$ cat config.mk
export PLATFORM = sky130hd
export DESIGN_NAME = pgcfg_seq
export DESIGN_NICKNAME = d
export VERILOG_FILES = /design/src/rtl/pgcfg_pkg.sv /design/src/rtl/pgcfg_frame_rom.sv /design/src/rtl/pgcfg_gap_timer.sv /design/src/rtl/pgcfg_poll_ctr.sv /design/src/rtl/pgcfg_seq.sv
export SDC_FILE = /design/constraint.sdc
export NUM_CORES = 1
export LEC_CHECK = 0
export ABC_AREA = 1
export BUFFER_PORTS_ARGS = -buffer_cell sky130_fd_sc_hd__buf_2
export CORE_UTILIZATION = 54
export DETAILED_ROUTE_END_ITERATION = 12
export PLACE_DENSITY = 0.79
export SLEW_MARGIN = 20
export SYNTH_ARGS = -nofsm -noshare
export SYNTH_HDL_FRONTEND = slang
export SYNTH_HIERARCHICAL = 1
export SYNTH_SLANG_ARGS = --single-unit
$ cat constraint.sdc
create_clock -name clk -period 2.4 [get_ports clk]
set_input_delay 0.36 -clock clk [delete_from_list [all_inputs] [get_ports clk]]
set_output_delay 0.36 -clock clk [all_outputs]
set_load 0.05 [all_outputs]
$ cat src/rtl/pgcfg_pkg.sv
package pgcfg_pkg;

   localparam logic [7:0] OP_STATUS_RD = 8'hD7;
   localparam logic [7:0] DUMMY_BYTE   = 8'h00;

   // Fixed page-size conversion frame, sent in this order.
   localparam int         CONV_LEN = 4;
   localparam logic [7:0] CONV_SEQ [CONV_LEN] = '{8'h3D, 8'h2A, 8'h80, 8'hA6};

   // Byte index width covers the longest frame.
   localparam int IDX_W = $clog2(CONV_LEN);

   typedef enum logic [2:0] {
      ST_DESEL,
      ST_GAP,
      ST_SEL,
      ST_START,
      ST_WAIT,
      ST_FINISH
   } seq_state_e;

   typedef enum logic [1:0] {
      PH_BOOT,
      PH_CHECK,
      PH_CONVERT,
      PH_POLL
   } seq_phase_e;

endpackage

$ cat src/rtl/pgcfg_frame_rom.sv
module pgcfg_frame_rom
   import pgcfg_pkg::*;
(
   input  logic             is_conv,
   input  logic [IDX_W-1:0] idx,
   output logic [7:0]       data_o,
   output logic [IDX_W-1:0] last_o
);

   always_comb begin
      if (is_conv) begin
         data_o = CONV_SEQ[idx];
         last_o = IDX_W'(CONV_LEN - 1);
      end else begin
         data_o = (idx == '0) ? OP_STATUS_RD : DUMMY_BYTE;
         last_o = IDX_W'(1);
      end
   end

endmodule

$ cat src/rtl/pgcfg_gap_timer.sv
module pgcfg_gap_timer #(
   parameter int CYCLES = 2
) (
   input  logic clk,
   input  logic rst_n,
   input  logic load,
   output logic expired
);

   localparam int CW = $clog2(CYCLES + 1);

   logic [CW-1:0] cnt_q;

   always_ff @(posedge clk or negedge rst_n) begin
      if (!rst_n)            cnt_q <= '0;
      else if (load)         cnt_q <= CW'(CYCLES);
      else if (cnt_q != '0)  cnt_q <= cnt_q - 1'b1;
   end

   assign expired = (cnt_q == '0);

endmodule

$ cat src/rtl/pgcfg_poll_ctr.sv
module pgcfg_poll_ctr #(
   parameter int LIMIT = 64
) (
   input  logic clk,
   input  logic rst_n,
   input  logic clr,
   input  logic inc,
   output logic at_last
);

   localparam int CW = $clog2(LIMIT + 1);

   logic [CW-1:0] cnt_q;

   always_ff @(posedge clk or negedge rst_n) begin
      if (!rst_n)   cnt_q <= '0;
      else if (clr) cnt_q <= '0;
      else if (inc) cnt_q <= cnt_q + 1'b1;
   end

   assign at_last = (cnt_q == CW'(LIMIT - 1));

endmodule

$ cat src/rtl/pgcfg_seq.sv
module pgcfg_seq
   import pgcfg_pkg::*;
#(
   parameter int GAP_CYCLES  = 2,
   parameter int MAX_POLLS   = 64,
   parameter int PG_BIT      = 0,
   parameter int BUSY_BIT    = 7,
   parameter bit BUSY_SET_IS_READY = 1'b1
) (
   input  logic       clk,
   input  logic       rst_n,
   output logic       spi_cs_n,
   output logic       spi_start,
   output logic [7:0] spi_tx,
   input  logic       spi_done,
   input  logic [7:0] spi_rx,
   output logic       cfg_ready,
   output logic       cfg_error
);

   localparam logic [7:0] PG_MASK   = 8'(1) << PG_BIT;
   localparam logic [7:0] BUSY_MASK = 8'(1) << BUSY_BIT;

   // Elaboration-time parameter checks
   if (GAP_CYCLES < 1) begin : g_bad_gap
      $error("GAP_CYCLES must be at least 1");
   end
   if (MAX_POLLS < 1) begin : g_bad_polls
      $error("MAX_POLLS must be at least 1");
   end
   if (PG_BIT < 0 || PG_BIT > 7 || BUSY_BIT < 0 || BUSY_BIT > 7) begin : g_bad_bits
      $error("status bit positions must lie in 0..7");
   end

   seq_state_e       state_q;
   seq_phase_e       phase_q;
   logic             conv_q;
   logic [IDX_W-1:0] idx_q;
   logic [IDX_W-1:0] last_idx;
   logic [7:0]       st_q;
   logic             cs_n_q, ready_q, err_q;
   logic             gap_over, dev_busy, page_ok, poll_last;
   logic             poll_clr, poll_inc, decide;

   pgcfg_frame_rom u_rom (
      .is_conv (conv_q),
      .idx     (idx_q),
      .data_o  (spi_tx),
      .last_o  (last_idx)
   );

   pgcfg_gap_timer #(.CYCLES(GAP_CYCLES)) u_gap (
      .clk     (clk),
      .rst_n   (rst_n),
      .load    (state_q == ST_DESEL),
      .expired (gap_over)
   );

   pgcfg_poll_ctr #(.LIMIT(MAX_POLLS)) u_poll (
      .clk     (clk),
      .rst_n   (rst_n),
      .clr     (poll_clr),
      .inc     (poll_inc),
      .at_last (poll_last)
   );

   // Busy flag polarity variant
   if (BUSY_SET_IS_READY) begin : g_busy_when_clear
      assign dev_busy = (st_q & BUSY_MASK) == 8'h00;
   end else begin : g_busy_when_set
      assign dev_busy = (st_q & BUSY_MASK) != 8'h00;
   end

   assign page_ok  = (st_q & PG_MASK) != 8'h00;
   assign decide   = (state_q == ST_GAP) && gap_over;
   assign poll_clr = decide && (phase_q == PH_CONVERT);
   assign poll_inc = decide && (phase_q == PH_POLL) && dev_busy && !poll_last;

   always_ff @(posedge clk or negedge rst_n) begin
      if (!rst_n) begin
         state_q <= ST_DESEL;
         phase_q <= PH_BOOT;
         conv_q  <= 1'b0;
         idx_q   <= '0;
         st_q    <= '0;
         cs_n_q  <= 1'b1;
         ready_q <= 1'b0;
         err_q   <= 1'b0;
      end else begin
         unique case (state_q)
            ST_DESEL: begin
               cs_n_q  <= 1'b1;
               state_q <= ST_GAP;
            end
            ST_GAP: begin
               if (gap_over) begin
                  unique case (phase_q)
                     PH_BOOT: begin
                        phase_q <= PH_CHECK;
                        conv_q  <= 1'b0;
                        state_q <= ST_SEL;
                     end
                     PH_CHECK: begin
                        if (page_ok) begin
                           ready_q <= 1'b1;
                           state_q <= ST_FINISH;
                        end else begin
                           phase_q <= PH_CONVERT;
                           conv_q  <= 1'b1;
                           state_q <= ST_SEL;
                        end
                     end
                     PH_CONVERT: begin
                        phase_q <= PH_POLL;
                        conv_q  <= 1'b0;
                        state_q <= ST_SEL;
                     end
                     default: begin
                        if (dev_busy && !poll_last) begin
                           state_q <= ST_SEL;
                        end else begin
                           ready_q <= 1'b1;
                           err_q   <= dev_busy || !page_ok;
                           state_q <= ST_FINISH;
                        end
                     end
                  endcase
               end
            end
            ST_SEL: begin
               cs_n_q  <= 1'b0;
               idx_q   <= '0;
               state_q <= ST_START;
            end
            ST_START: state_q <= ST_WAIT;
            ST_WAIT: begin
               if (spi_done) begin
                  if (!conv_q && idx_q == IDX_W'(1)) st_q <= spi_rx;
                  if (idx_q == last_idx) begin
                     state_q <= ST_DESEL;
                  end else begin
                     idx_q   <= idx_q + 1'b1;
                     state_q <= ST_START;
                  end
               end
            end
            default: state_q <= ST_FINISH;
         endcase
      end
   end

   assign spi_cs_n  = cs_n_q;
   assign spi_start = (state_q == ST_START);
   assign cfg_ready = ready_q;
   assign cfg_error = err_q;

endmodule

==> reports/metrics.yaml, run 1 <==
floorplan:
  rows: 18
  dieArea_sq_um: 2870
  start_util_pct: 57.5
  fp.dieW_um: 53.6
  core_area_sq_um: 2500
  num_io_pins: 23
  die_y_um: 53.6
worst_setup_path:
  worst-r2r-cell-count: 11
  cp-start-kind: "flop"
  crit_required_ps: 2630
  worstSetupPathType: "reg2reg"
  reg2reg_slack_ps: 300
  cp_data_arrival_time_ps: 2340
  crit_fanout: 5
  cp_cell_sequence: "ha_1 > nand2_1 > nor4_1 > nor2_1 > nand2_1 > nor2_1 > nor2_2 > nor2_4 > a21o_1 > nand2_1 > inv_1"
  critPathSlowestCell: "dfrtp_1"
  max_stage_delay_ps: 420
  timing.rr.start: "u_poll/cnt_q[1]"
  rr_endpoint: "u_poll/cnt_q[4]"
  critPathCaptureType: "flop"
  cpMostUsedCell: "nand2_1"
  cpLargestDelayFamily: "simple AND/OR/NAND/NOR gates"
  path_buf_inv: 1
global_route:
  first_global_vias: 1138
  grt_max_degree: 23
  grtUsageTotal_pct: 22.4
  grt_antenna_before_repair: 0
  grt_overflow: 0
  grt_first_pass_wirelength_um: 4580
worst_hold_path:
  min_from: "spi_rx[7]"
  min_to: "st_q[7]"
  hold_depth: 3
  hold_class: "in2reg"
cells_and_area:
  final_util_pct: 62.7
  final_common_cell: "nand2_1"
  synthToLayoutAreaGrowth_pct: 9.15
  finalInstanceArea_sq_um: 1570
  nets: 236
  final_cell_mix: "nand2_1, inv_1, nor2_1, dfrtp_1, buf_2"
  n_antenna_cell: 0
  final_layout_size_suffix_gt1_share_pct: 18.1
sta:
  hold_viol_final: 0
  finalClockSkew_ps: 10.9
  period_share_pct: 87.7
  fmax_ghz: 0.475
  rsz0062_at_grt: "false"
  tightest_slew_ps: 514
  period_needed_ps: 2100
  setup_violations: 0
  fin_hold_ws_ps: 264
  tns_ps: 0
  drv_slew: 0
  max-slew-margin-rel_pct: 65.4
detailed_routing:
  num_vias: 1273
  drtPass1Iterations: 4
  wl_um: 2770
  wl_per_cell_um: 11.3
  avgViaCountPerCell: 5.20
  ant_nets: 0
  drc_errors: 0
  drt-initial-drc-count: 27
synthesis:
  synth_top_family_by_area: "simple AND/OR/NAND/NOR gates"
  ys_ff_latch: 22
  synth_xor_area_share_pct: 0
  syn_area_per_cell_sq_um: 7.29
  synthSimpleGateAreaFrac_pct: 36.8
  syn_nets: 217
  synthMuxAreaShare_pct: 0
  synth_cell_types: 27
  synthCells: 197
  ys_warn_count: 6
  synth_compound_area_share_pct: 6.18
  synth_top_area_share_pct: 36.6
  synth-seq-area-share_pct: 38.4
  ys_top_cells_by_area: "dfrtp_1, nand2_1, inv_1, ha_1, nor2_1"
  synthesis.area_sq_um: 1440
  synth_top_area_cell: "dfrtp_1"
  synthAdderAreaFrac_pct: 7.84
placement:
  hpwl_um: 2160
  place_congestion: 0.811
  post_dp_cell_area_sq_um: 1530
  port_buffers: 16
clock_tree:
  tritoncts: "built"
  clk_path_buf_depth: 2
  cts_sinks: 22
  h-tree-depth: 1
  cts.root.buffer_cell: "clkbuf_4"
  insertion_delay_ps: 320
  post_cts_resized: 0
  cts_buffers: 3
  clk_pin_slew_ps: 130
pwr:
  p_per_area_nw_per_um2: 361
  peakVddDrop_uv: 423
  p_leak_nw: 0.827
job:
  drv_cap: 0
outcome:
  status: "completed"
[Yosys cell counts (all sizes together)]
master and number:
a21o 1, a21oi 5, buf 3, conb 1, dfrtp 21, dfstp 1
ha 9, inv 34, nand2 59, nand3 16, nand3b 2, nand4 4
nor2 29, nor3 1, nor4 1, o21ai 9, o21bai 1
[worst max-delay path by stage]
stage                     from               to  slack (ps)  depth (start not counted)
6_report       u_poll/cnt_q[1]  u_poll/cnt_q[4]         300                         11
5_1_grt        u_poll/cnt_q[1]  u_poll/cnt_q[4]         270                         11
4_1_cts        u_poll/cnt_q[1]  u_poll/cnt_q[4]         390                         11
3_5_place_dp   u_poll/cnt_q[1]  u_poll/cnt_q[4]         420                         11
3_3_place_gp   u_poll/cnt_q[1]  u_poll/cnt_q[4]         520                         11
2_1_floorplan         idx_q[0]        spi_tx[1]         540                          4
[through the flow]
stage                     power, mW  worst slack (ps)  cells
after floorplan               0.382               537    197
after global placement        0.391               523    240
after detailed placement      0.392               425    240
after CTS                     0.573               395    245
after global routing          0.588               270    245
final                         0.566               296    245
[where the power goes]
part / switching (mW) / internal [mW]
clock network: 0.115 / 0.0651
logic: 0.0105 / 0.00466
registers: 0 / 0.371
[routing by layer]
metal / vias to the layer above / track usage (%) / routed length (um)
met5: - / 0 / 0
met4: 0 / 12.7 / 82
met3: 11 / 3.95 / 102
met2: 38 / 40.6 / 1350
met1: 579 / 24.5 / 1240
li1: 645 / - / -
[worst reg2reg max path, cell delays in order, from the launching register on]
cell	delay, ps
dfrtp_1	420
ha_1	210
nand2_1	110
nor4_1	410
nor2_1	140
nand2_1	110
nor2_1	90
nor2_2	200
nor2_4	70
a21o_1	160
nand2_1	60
inv_1	30
[state kept, by name (all words and copies together) (netlist names)]
name	flops
u_gap/cnt_q	2
cfg_ready	1
state_q	3
cfg_error	1
spi_cs_n	1
u_poll/cnt_q	7
st_q	2
conv_q	1
phase_q	2
idx_q	2
[what timing repair did]
action | in CTS | in global routing
hold buffers | 1 | 0
endpoints found under the hold margin | 11 | 0
setup buffers | 0 | 0
[cell type report]
class                           count  area, sq um
Tap cell                           30         37.5
Inverter                           34          128
Sequential cell                    22          552
Clock buffer                        4         26.3
Fill cell                         215          932
Timing Repair Buffer               17         90.1
Multi-Input combinational cell    138          734
[cell families (layout without fill, tap and decap cells)]
logic type | count (synthesis) | after routing
adders and majority gates | 9 | 9
and+or+nand+nor | 112 | 112
buffers and inverters | 37 | 55
AOI/OAI and AO/OA | 16 | 16
DFF | 22 | 22
other | 1 | 1
(Power assumes the default switching activity.)
==> run 2: changes to the inputs <==
==> constraint.sdc (replaced) <==
create_clock -name clk -period 2.7 [get_ports clk]
set_input_delay 0.135 -clock clk [delete_from_list [all_inputs] [get_ports clk]]
set_output_delay 0.135 -clock clk [all_outputs]
set_load 0.05 [all_outputs]
==> reports/metrics.yaml, run 2 (same netlist as run 1, synthesis figures left out) <==
outcome:
  status: "completed"
sta:
  setup_violations: 0  # unchanged
  fin_hold_ws_ps: 34.3  # -230 ps
  rsz0062_at_grt: "false"
  fin_ws_ps: 678  # +382 ps
  period_share_pct: 74.9  # -13 points
  tns_ps: 0  # unchanged
  fmax_ghz: 0.495  # +4.1%
  period_needed_ps: 2020  # -81.9 ps
  finalClockSkew_ps: 1.88  # -9.04 ps
  hold_viol_final: 0  # unchanged
  drv_slew: 0  # unchanged
clock_tree:
  cts_sinks: 22  # unchanged
  clk_path_buf_depth: 2  # unchanged
  cts.root.buffer_cell: "clkbuf_4"
  clk_pin_slew_ps: 120  # about the same
  tritoncts: "built"
  h-tree-depth: 1  # unchanged
  cts_buffers: 3  # unchanged
  insertion_delay_ps: 320  # about the same
pwr:
  power_frac_comb_pct: 2.6  # about the same
  p_per_area_nw_per_um2: 323  # -11%
  pwr-share-seq_pct: 65.1  # -0.3 points
  power.total_uw: 506  # -11%
  p_int_uw: 392  # -11%
  peakVddDrop_uv: 370  # -13%
  power.share.clock_pct: 32.3  # +0.4 points
  p_leak_nw: 0.827  # unchanged
  switchingPower_uw: 115  # -8.8%
  swShare_pct: 22.7  # +0.44 points
job:
  drv_cap: 0  # unchanged
floorplan:
  start_util_pct: 57.5  # unchanged
  fp.dieW_um: 53.6  # unchanged
  dieArea_sq_um: 2870  # unchanged
  core_area_sq_um: 2500  # unchanged
  num_io_pins: 23  # unchanged
  die_y_um: 53.6  # unchanged
  rows: 18  # unchanged
cells_and_area:
  largest_reg_flops: 7  # unchanged
  final_util_pct: 62.7  # unchanged
  final_cell_mix: "nand2_1, inv_1, nor2_1, dfrtp_1, buf_2"
  final_common_cell: "nand2_1"
  n_antenna_cell: 0  # unchanged
  synthToLayoutAreaGrowth_pct: 9.15  # unchanged
  nets: 236  # unchanged
  final_layout_size_suffix_gt1_share_pct: 18.1  # unchanged
  top_regs: "u_poll/cnt_q x7, state_q x3"
  regMostFlops: "u_poll/cnt_q"
global_route:
  grt_first_pass_wirelength_um: 4800  # +4.8%
  grt_max_degree: 23  # unchanged
  grtUsageTotal_pct: 23.6  # +1.1 points
  grt_antenna_before_repair: 0  # unchanged
  grt_overflow: 0  # unchanged
  first_global_vias: 1167  # +2.5%
worst_setup_path:
  crit_fanout: 5  # unchanged
  cp-start-kind: "flop"
  worstSetupPathType: "reg2reg"
  reg2reg_slack_ps: 680  # +380 ps
  critPathCaptureType: "flop"
  crit_required_ps: 2930  # +300 ps
  cp_data_arrival_time_ps: 2250  # -90 ps
placement:
  pre_cts_ws_ps: 733  # +308 ps
  place_congestion: 0.811  # about the same
  port_buffers: 16  # unchanged
  hpwl_um: 2180  # +0.87%
detailed_routing:
  drt-initial-drc-count: 28  # +3.7%
  wl_um: 2760  # -0.18%
  ant_nets: 0  # unchanged
  drtPass1Iterations: 4  # unchanged
  avgViaCountPerCell: 5.29  # +1.8%
  drc_errors: 0  # unchanged
  num_vias: 1296  # +1.8%
  wl_per_cell_um: 11.3  # -0.18%
worst_hold_path:
  hold_class: "in2reg"
run 2: cell counts in the layout (fill, tap and decap cells not counted):
Identical to the previous run, type by type.
run 2: through the flow:
| stage | cell area, sq um | std cells |
|---|---|---|
| global route | 1570 | 245 |
| CTS | 1570 | 245 |
| global placement | 1530 | 240 |
| detailed placement | 1530 | 240 |
| finish | 1570 | 245 |
| floorplan | 1440 | 197 |
run 2: power by group through the flow:
stage | Combinational, mW | Sequential (mW) | Clock (mW)
2_1_floorplan | 0.00367 | 0.336 | 0
3_3_place_gp | 0.0122 | 0.336 | 0
6_report | 0.0133 | 0.330 | 0.164
4_1_cts | 0.0139 | 0.330 | 0.166
3_5_place_dp | 0.0128 | 0.336 | 0
5_1_grt | 0.0162 | 0.330 | 0.178
run 2: repair_timing:
item                                   CTS  global route
hold buffers                             1             0
buffers inserted                         0             0
gates resized for setup                  0             0
endpoints found under the hold margin   21             0
run 2: worst paths after layout:
| kind | endpoint | cells after the start | startpoint |
|---|---|---|---|
| worst min register to register | cfg_ready | 1 | cfg_ready |
| worst min-delay path | st_q[7] | 3 | spi_rx[7] |
| worst max-delay path | u_poll/cnt_q[4] | 11 | u_poll/cnt_q[1] |
| min in group asynchronous | state_q[0] | 2 | rst_n |
| max in group asynchronous | spi_cs_n | 2 | rst_n |
| worst max register to register | u_poll/cnt_q[4] | 11 | u_poll/cnt_q[1] |
run 2: final cells by class:
cell class / count / area [sq um]
inverter: 34 / 128
clock buffer: 4 / 26.3
timing repair buffer: 17 / 90.1
multi-input combinational: 138 / 734
sequential: 22 / 552
tap: 30 / 37.5
fill: 220 / 932
run 2: routing by layer:
metal  track usage (%)  share of wire [%]
met1              26.8                 45
met2              44.2                 50
met3              3.39                3.3
met4              8.77                1.0
met5                 0                  0
run 2: critical path, stage by stage (launching register included):
cell     delay, ps
dfrtp_1        420
ha_1           200
nand2_1        120
nor4_1         350
nor2_1         130
nand2_1        100
nor2_1          90
nor2_2         200
nor2_4          70
a21o_1         160
nand2_1         60
inv_1           40
